File: config.mk
export PLATFORM = sky130hd
export DESIGN_NAME = pad_pair_reader
export DESIGN_NICKNAME = d
export VERILOG_FILES = /design/src/rtl/pad_pkg.sv /design/src/rtl/pad_seq.sv /design/src/rtl/pad_shadow.sv /design/src/rtl/pad_pair_reader.sv
export SDC_FILE = /design/constraint.sdc
export NUM_CORES = 1
export LEC_CHECK = 0
export BUFFER_PORTS_ARGS = -buffer_cell sky130_fd_sc_hd__buf_2
export CORE_ASPECT_RATIO = 0.5
export CORE_MARGIN = 2
export CORE_UTILIZATION = 30
export CTS_CLUSTER_SIZE = 10
export DETAILED_ROUTE_END_ITERATION = 16
export PLACE_DENSITY = 0.56
export SYNTH_ARGS = -nofsm -noshare
export SYNTH_HDL_FRONTEND = slang
export SYNTH_SLANG_ARGS = --single-unit
File: constraint.sdc
create_clock -name clk -period 2.29 [get_ports clk]
set_input_delay 0.458 -clock clk [delete_from_list [all_inputs] [get_ports clk]]
set_output_delay 0.458 -clock clk [all_outputs]
set_load 0.005 [all_outputs]
File: src/rtl/pad_pkg.sv
package pad_pkg;
  localparam int unsigned PAD_BUTTONS = 8;

  typedef enum logic [1:0] {
    SEQ_IDLE  = 2'd0,
    SEQ_LATCH = 2'd1,
    SEQ_HIGH  = 2'd2,
    SEQ_LOW   = 2'd3
  } seq_state_e;
endpackage

File: src/rtl/pad_seq.sv
module pad_seq
  import pad_pkg::*;
#(
  parameter int unsigned HALF_CYCLES = 1500,
  parameter int unsigned BITS        = PAD_BUTTONS
) (
  input  logic clk,
  input  logic rst_n,
  input  logic start,
  output logic busy,
  output logic sample,
  output logic done,
  output logic pad_latch,
  output logic pad_clk
);
  localparam int unsigned CW = (HALF_CYCLES > 1) ? $clog2(HALF_CYCLES) : 1;
  localparam int unsigned BW = (BITS > 1) ? $clog2(BITS) : 1;
  localparam logic [CW-1:0] CNT_LAST = CW'(HALF_CYCLES - 1);
  localparam logic [BW-1:0] BIT_LAST = BW'(BITS - 1);

  seq_state_e    state_q, state_n;
  logic [CW-1:0] cnt_q, cnt_n;
  logic [BW-1:0] bit_q, bit_n;
  logic          latch_q, clk_q;
  logic          tick;

  assign tick = (cnt_q == CNT_LAST);
  assign busy = (state_q != SEQ_IDLE);

  always_comb begin
    state_n = state_q;
    cnt_n   = cnt_q;
    bit_n   = bit_q;
    sample  = 1'b0;
    done    = 1'b0;
    unique case (state_q)
      SEQ_IDLE: begin
        if (start) begin
          state_n = SEQ_LATCH;
          cnt_n   = '0;
        end
      end
      SEQ_LATCH: begin
        if (tick) begin
          state_n = SEQ_HIGH;
          cnt_n   = '0;
        end else begin
          cnt_n = cnt_q + CW'(1);
        end
      end
      SEQ_HIGH: begin
        if (tick) begin
          sample  = 1'b1;
          state_n = SEQ_LOW;
          cnt_n   = '0;
        end else begin
          cnt_n = cnt_q + CW'(1);
        end
      end
      SEQ_LOW: begin
        if (tick) begin
          cnt_n = '0;
          if (bit_q == BIT_LAST) begin
            done    = 1'b1;
            state_n = SEQ_IDLE;
            bit_n   = '0;
          end else begin
            bit_n   = bit_q + BW'(1);
            state_n = SEQ_HIGH;
          end
        end else begin
          cnt_n = cnt_q + CW'(1);
        end
      end
      default: state_n = SEQ_IDLE;
    endcase
  end

  always_ff @(posedge clk or negedge rst_n) begin
    if (!rst_n) begin
      state_q <= SEQ_IDLE;
      cnt_q   <= '0;
      bit_q   <= '0;
      latch_q <= 1'b0;
      clk_q   <= 1'b1;
    end else begin
      state_q <= state_n;
      cnt_q   <= cnt_n;
      bit_q   <= bit_n;
      latch_q <= (state_n == SEQ_LATCH);
      clk_q   <= (state_n != SEQ_LOW);
    end
  end

  assign pad_latch = latch_q;
  assign pad_clk   = clk_q;

  AST_LATCH_CLK_HIGH: assert property (@(posedge clk) disable iff (!rst_n)
    pad_latch |-> pad_clk);
  AST_START_LATCH: assert property (@(posedge clk) disable iff (!rst_n)
    (start && !busy) |=> pad_latch);
  AST_NO_RESTART: assert property (@(posedge clk) disable iff (!rst_n)
    (start && busy) |=> !$rose(pad_latch));
  AST_SAMPLE_CLK_HIGH: assert property (@(posedge clk) disable iff (!rst_n)
    sample |-> (pad_clk && !pad_latch));
endmodule

File: src/rtl/pad_shadow.sv
module pad_shadow
  import pad_pkg::*;
#(
  parameter int unsigned BITS = PAD_BUTTONS
) (
  input  logic clk,
  input  logic rst_n,
  input  logic pad_din,
  input  logic sample,
  input  logic load,
  input  logic rd,
  output logic rd_bit
);
  logic [1:0]      sync_q;
  logic [BITS-1:0] cap_q, cap_n;
  logic [BITS-1:0] shadow_q, shadow_n;

  always_comb begin
    cap_n    = cap_q;
    shadow_n = shadow_q;
    if (sample) cap_n = {sync_q[1], cap_q[BITS-1:1]};
    if (load) begin
      shadow_n = cap_n;
    end else if (rd) begin
      shadow_n = {1'b1, shadow_q[BITS-1:1]};
    end
  end

  always_ff @(posedge clk or negedge rst_n) begin
    if (!rst_n) begin
      sync_q   <= 2'b11;
      cap_q    <= '1;
      shadow_q <= '1;
    end else begin
      sync_q <= {sync_q[0], pad_din};
      if (sample) cap_q <= cap_n;
      if (load || rd) shadow_q <= shadow_n;
    end
  end

  assign rd_bit = shadow_q[0];

  AST_HOLD_SHADOW: assert property (@(posedge clk) disable iff (!rst_n)
    (!rd && !load) |=> $stable(shadow_q));
  AST_EXHAUSTED: assert property (@(posedge clk) disable iff (!rst_n)
    (rd && !load && (&shadow_q)) |=> (&shadow_q));
endmodule

File: src/rtl/pad_pair_reader.sv
module pad_pair_reader
  import pad_pkg::*;
#(
  parameter int unsigned       HALF_CYCLES = 1500,
  parameter int unsigned       ADDR_W      = 16,
  parameter logic [ADDR_W-1:0] BASE_ADDR   = 16'h4016
) (
  input  logic              clk,
  input  logic              rst_n,
  input  logic [ADDR_W-1:0] bus_addr,
  input  logic              bus_wr,
  input  logic              bus_rd,
  output logic [7:0]        bus_rdata,
  output logic              pad_latch,
  output logic              pad_clk,
  input  logic [1:0]        pad_data
);
  localparam int unsigned NPADS = 2;

  logic [1:0]       rst_pipe_q;
  logic             rst_n_i;
  logic             start;
  logic             busy;
  logic             sample;
  logic             done;
  logic [NPADS-1:0] rd_sel;
  logic [NPADS-1:0] rd_bit;

  always_ff @(posedge clk or negedge rst_n) begin
    if (!rst_n) rst_pipe_q <= 2'b00;
    else        rst_pipe_q <= {rst_pipe_q[0], 1'b1};
  end
  assign rst_n_i = rst_pipe_q[1];

  assign start = bus_wr && (bus_addr == BASE_ADDR);

  pad_seq #(
    .HALF_CYCLES(HALF_CYCLES),
    .BITS       (PAD_BUTTONS)
  ) u_seq (
    .clk      (clk),
    .rst_n    (rst_n_i),
    .start    (start),
    .busy     (busy),
    .sample   (sample),
    .done     (done),
    .pad_latch(pad_latch),
    .pad_clk  (pad_clk)
  );

  for (genvar g = 0; g < NPADS; g++) begin : g_pad
    localparam logic [ADDR_W-1:0] PAD_ADDR = BASE_ADDR + ADDR_W'(g);
    assign rd_sel[g] = bus_rd && (bus_addr == PAD_ADDR);

    pad_shadow #(
      .BITS(PAD_BUTTONS)
    ) u_shadow (
      .clk    (clk),
      .rst_n  (rst_n_i),
      .pad_din(pad_data[g]),
      .sample (sample),
      .load   (done),
      .rd     (rd_sel[g]),
      .rd_bit (rd_bit[g])
    );
  end

  assign bus_rdata = {7'b0, |(rd_sel & rd_bit)};

  AST_ONE_PORT: assert property (@(posedge clk) disable iff (!rst_n_i)
    $onehot0(rd_sel));
  AST_DONE_ONLY_BUSY: assert property (@(posedge clk) disable iff (!rst_n_i)
    done |-> busy);
endmodule

==> out/metrics.yaml <==
worst_pin_slew_ns: 0.744
firstDrtPassIters: 4
initial_utilization_pct: 30.5
rsz0062_at_grt: "false"
period_needed_ns: 2.13
hold_path_class: "input pin to flip-flop"
yosysSeqAreaShare_pct: 55.2
ctsResizeCount: 0
cts.path.max_buffers: 2
die_h_um: 70.1
multiInputGateArea_sq_mm: 0.00109
cp.required_ns: 1.83
place_ws_ns: 0.127
cts_tree: "built"
ctsHoldBuffers: 1
root_buffer: "clkbuf_16"
syn_inst: 230
utilization_pct: 35.5
top_layer: "met4"
htreeDepth: 2
yosysWarnings: 0
dp_cells: 367
grt_pass1_vias: 1727
clk_latency_ns: 0.30
powerDensity_mw_per_mm2: 618
wl_per_cell_um: 11.5
leakage_nw: 1.23
ios: 32
setup_ws_ns: 0.162
maxCapViolCount: 0
yosys-top-cells-area: "dfstp_2 37%, dfrtp_1 18%, mux2_2 8.2%, mux2i_1 5.0%, nor2_1 3.9%"
startpoint_type: "input pin"
die_x_um: 136
antenna_found_initial: 0
fin_crit_sh_pct: 92.9
dr_wl_met2_um: 2090
port-buffer-count: 24
dieArea_sq_mm: 0.00955
endpoint_kind: "output pin"
worst-setup-path-type: "input pin to output pin"
place_area_sq_mm: 0.00288
area_delta_synth_final_pct: 16.3
cts_setup_buffers: 0
clk_pin_slew_worst_paths_ns: 0.07
clock_skew_ns: 0.00248
cp.arrival_ns: 1.67
gp_congestion: 0.749
m1WireLength_um: 2010
irDropWorstVdd_mv: 0.290
fillers: 859
grt_overflow: 0
slew_headroom_pct: 50.4
grt_max_degree: 55
synth.cell_area_sq_mm: 0.00262
hold_viol: 0
ys_types: 43
hpwl_um: 3010
core_area_sq_mm: 0.00859
nets: 283
grt_pass1_wl_um: 7800
drtIter0Drc: 67
register_area_sq_mm: 0.00145
fmax_mhz: 470
route.detailed.drc: 0
wl_um: 4340
clock_sinks: 56
worst-path-max-fanout: 3
vias: 1757
synth_seq_cells: 56
grt_util_all_layers_pct: 10.3
fp-row-count: 24
route.met3.wl_um: 151
drive_gt1_share_pct: 39.4
instances_no_fill: 376
yosysTopAreaCell: "dfstp_2"
viasPerCell: 4.67
finalSetupViolations: 0
numCtsBuffers: 5
synth_top_area_share_pct: 37.1
final_max_slew_viol_count: 0
fin_tns_setup_ns: 0
status: "finished clean"
stdcell_area_sq_mm: 0.00305
synth.avg_cell_area_sq_um: 11.4
drtAntennaViolNets: 0
n_antenna_cell: 0
-- critical path, cell delays in order --
cell,delay [ns]
buf_2,0.10
nor4b_1,0.48
and4_1,0.33
a32o_1,0.18
buf_2,0.11
-- layout by cell type, fill, tap and decap left out, drive strengths merged, types with 4 or more instances in the layout --
master and count:
dfrtp 19, a21oi 20, mux2i 13, nand3 6, mux2 19, conb 8, nor2 29, o21ai 13
clkbuf 7, nand2 10, a31oi 4, buf 31, dfstp 37, nand4 6
-- cell usage after synthesis, drive strengths merged --
cell type,n
dfrtp,19
a21o,2
nand3,6
and3,1
a21oi,20
o41ai,1
mux2i,13
nand2b,1
nor2b,3
nor2,29
nand2,10
o31ai,3
buf,11
mux2,19
nand3b,1
or3,2
conb,2
nor4b,2
ha,3
a31oi,4
o21ai,13
dfstp,37
a22o,1
inv,1
a32o,1
xor2,1
nor4,3
or2,1
nand4,6
o21bai,1
nor3,2
and4,1
o21a,1
clkbuf,6
nor4bb,1
nor3b,1
nand4b,1
-- final timing paths --
kind | start | to | slack [ns] | cells after the start
min reg2reg | rst_pipe_q[0] | rst_pipe_q[1] | 0.36 | 0
max in group asynchronous | rst_pipe_q[1] | u_seq.cnt_q[7] | 1.47 | 1
min in group asynchronous | rst_pipe_q[1] | u_seq.bit_q[0] | 0.39 | 1
max | bus_addr[9] | bus_rdata[0] | 0.16 | 5
min | pad_data[1] | g_pad[1].u_shadow.sync_q[0] | 0.25 | 1
max reg2reg | u_seq.cnt_q[0] | g_pad[0].u_shadow.cap_q[3] | 0.30 | 7
-- cells by family after synthesis --
kind of cell	Yosys count	share of synthesized area [%]
simple gates	71	15.0
mux	32	13.1
xor+xnor	1	0.334
flops	56	55.2
fa+ha+maj	3	1.43
buf+inv	18	4.01
other cells	2	0.286
compound gates	47	10.6
-- where the power goes --
group | internal (W) | total (W) | switching (W)
clock network | 0.000477 | 0.000838 | 0.000361
logic | 0.0000173 | 0.0000465 | 0.0000292
registers | 0.00100 | 0.00100 | 0.00000120
total | 0.00149 | 0.00189 | 0.000391
-- state kept, by name, indices dropped and copies added (netlist names) --
| register | cells |
|---|---|
| rst_pipe_q | 2 |
| u_seq.pad_latch | 1 |
| u_seq.cnt_q | 11 |
| g_pad.u_shadow.sync_q | 4 |
| u_seq.bit_q | 3 |
| g_pad.u_shadow.cap_q | 16 |
| u_seq.state_q | 2 |
| g_pad.u_shadow.shadow_q | 16 |
| u_seq.pad_clk | 1 |
-- metal layers --
layer | GRT usage [%] | vias to the layer above
met5 | 0 | -
met4 | 4.51 | 0
met2 | 17.8 | 20
met3 | 3.27 | 8
met1 | 11.9 | 862
li1 | - | 867
-- final cells by class --
type                    instances  area share, %
clock buffers                   7           5.05
clock inverters                 1          0.287
multi-input cells             162           35.8
flip-flops and latches         56           47.5
inverters                       1          0.123
repair buffers                 32           6.40
well taps                     117           4.80
-- metrics by stage --
step | power (W) | hold slack, ns
detailed placement | 0.00106 | 0.246
global placement | 0.00106 | 0.245
global route | 0.00196 | 0.241
finish | 0.00189 | 0.251
CTS | 0.00192 | 0.239
floorplan | 0.00105 | 0.162
(Power assumes the default switching activity.)
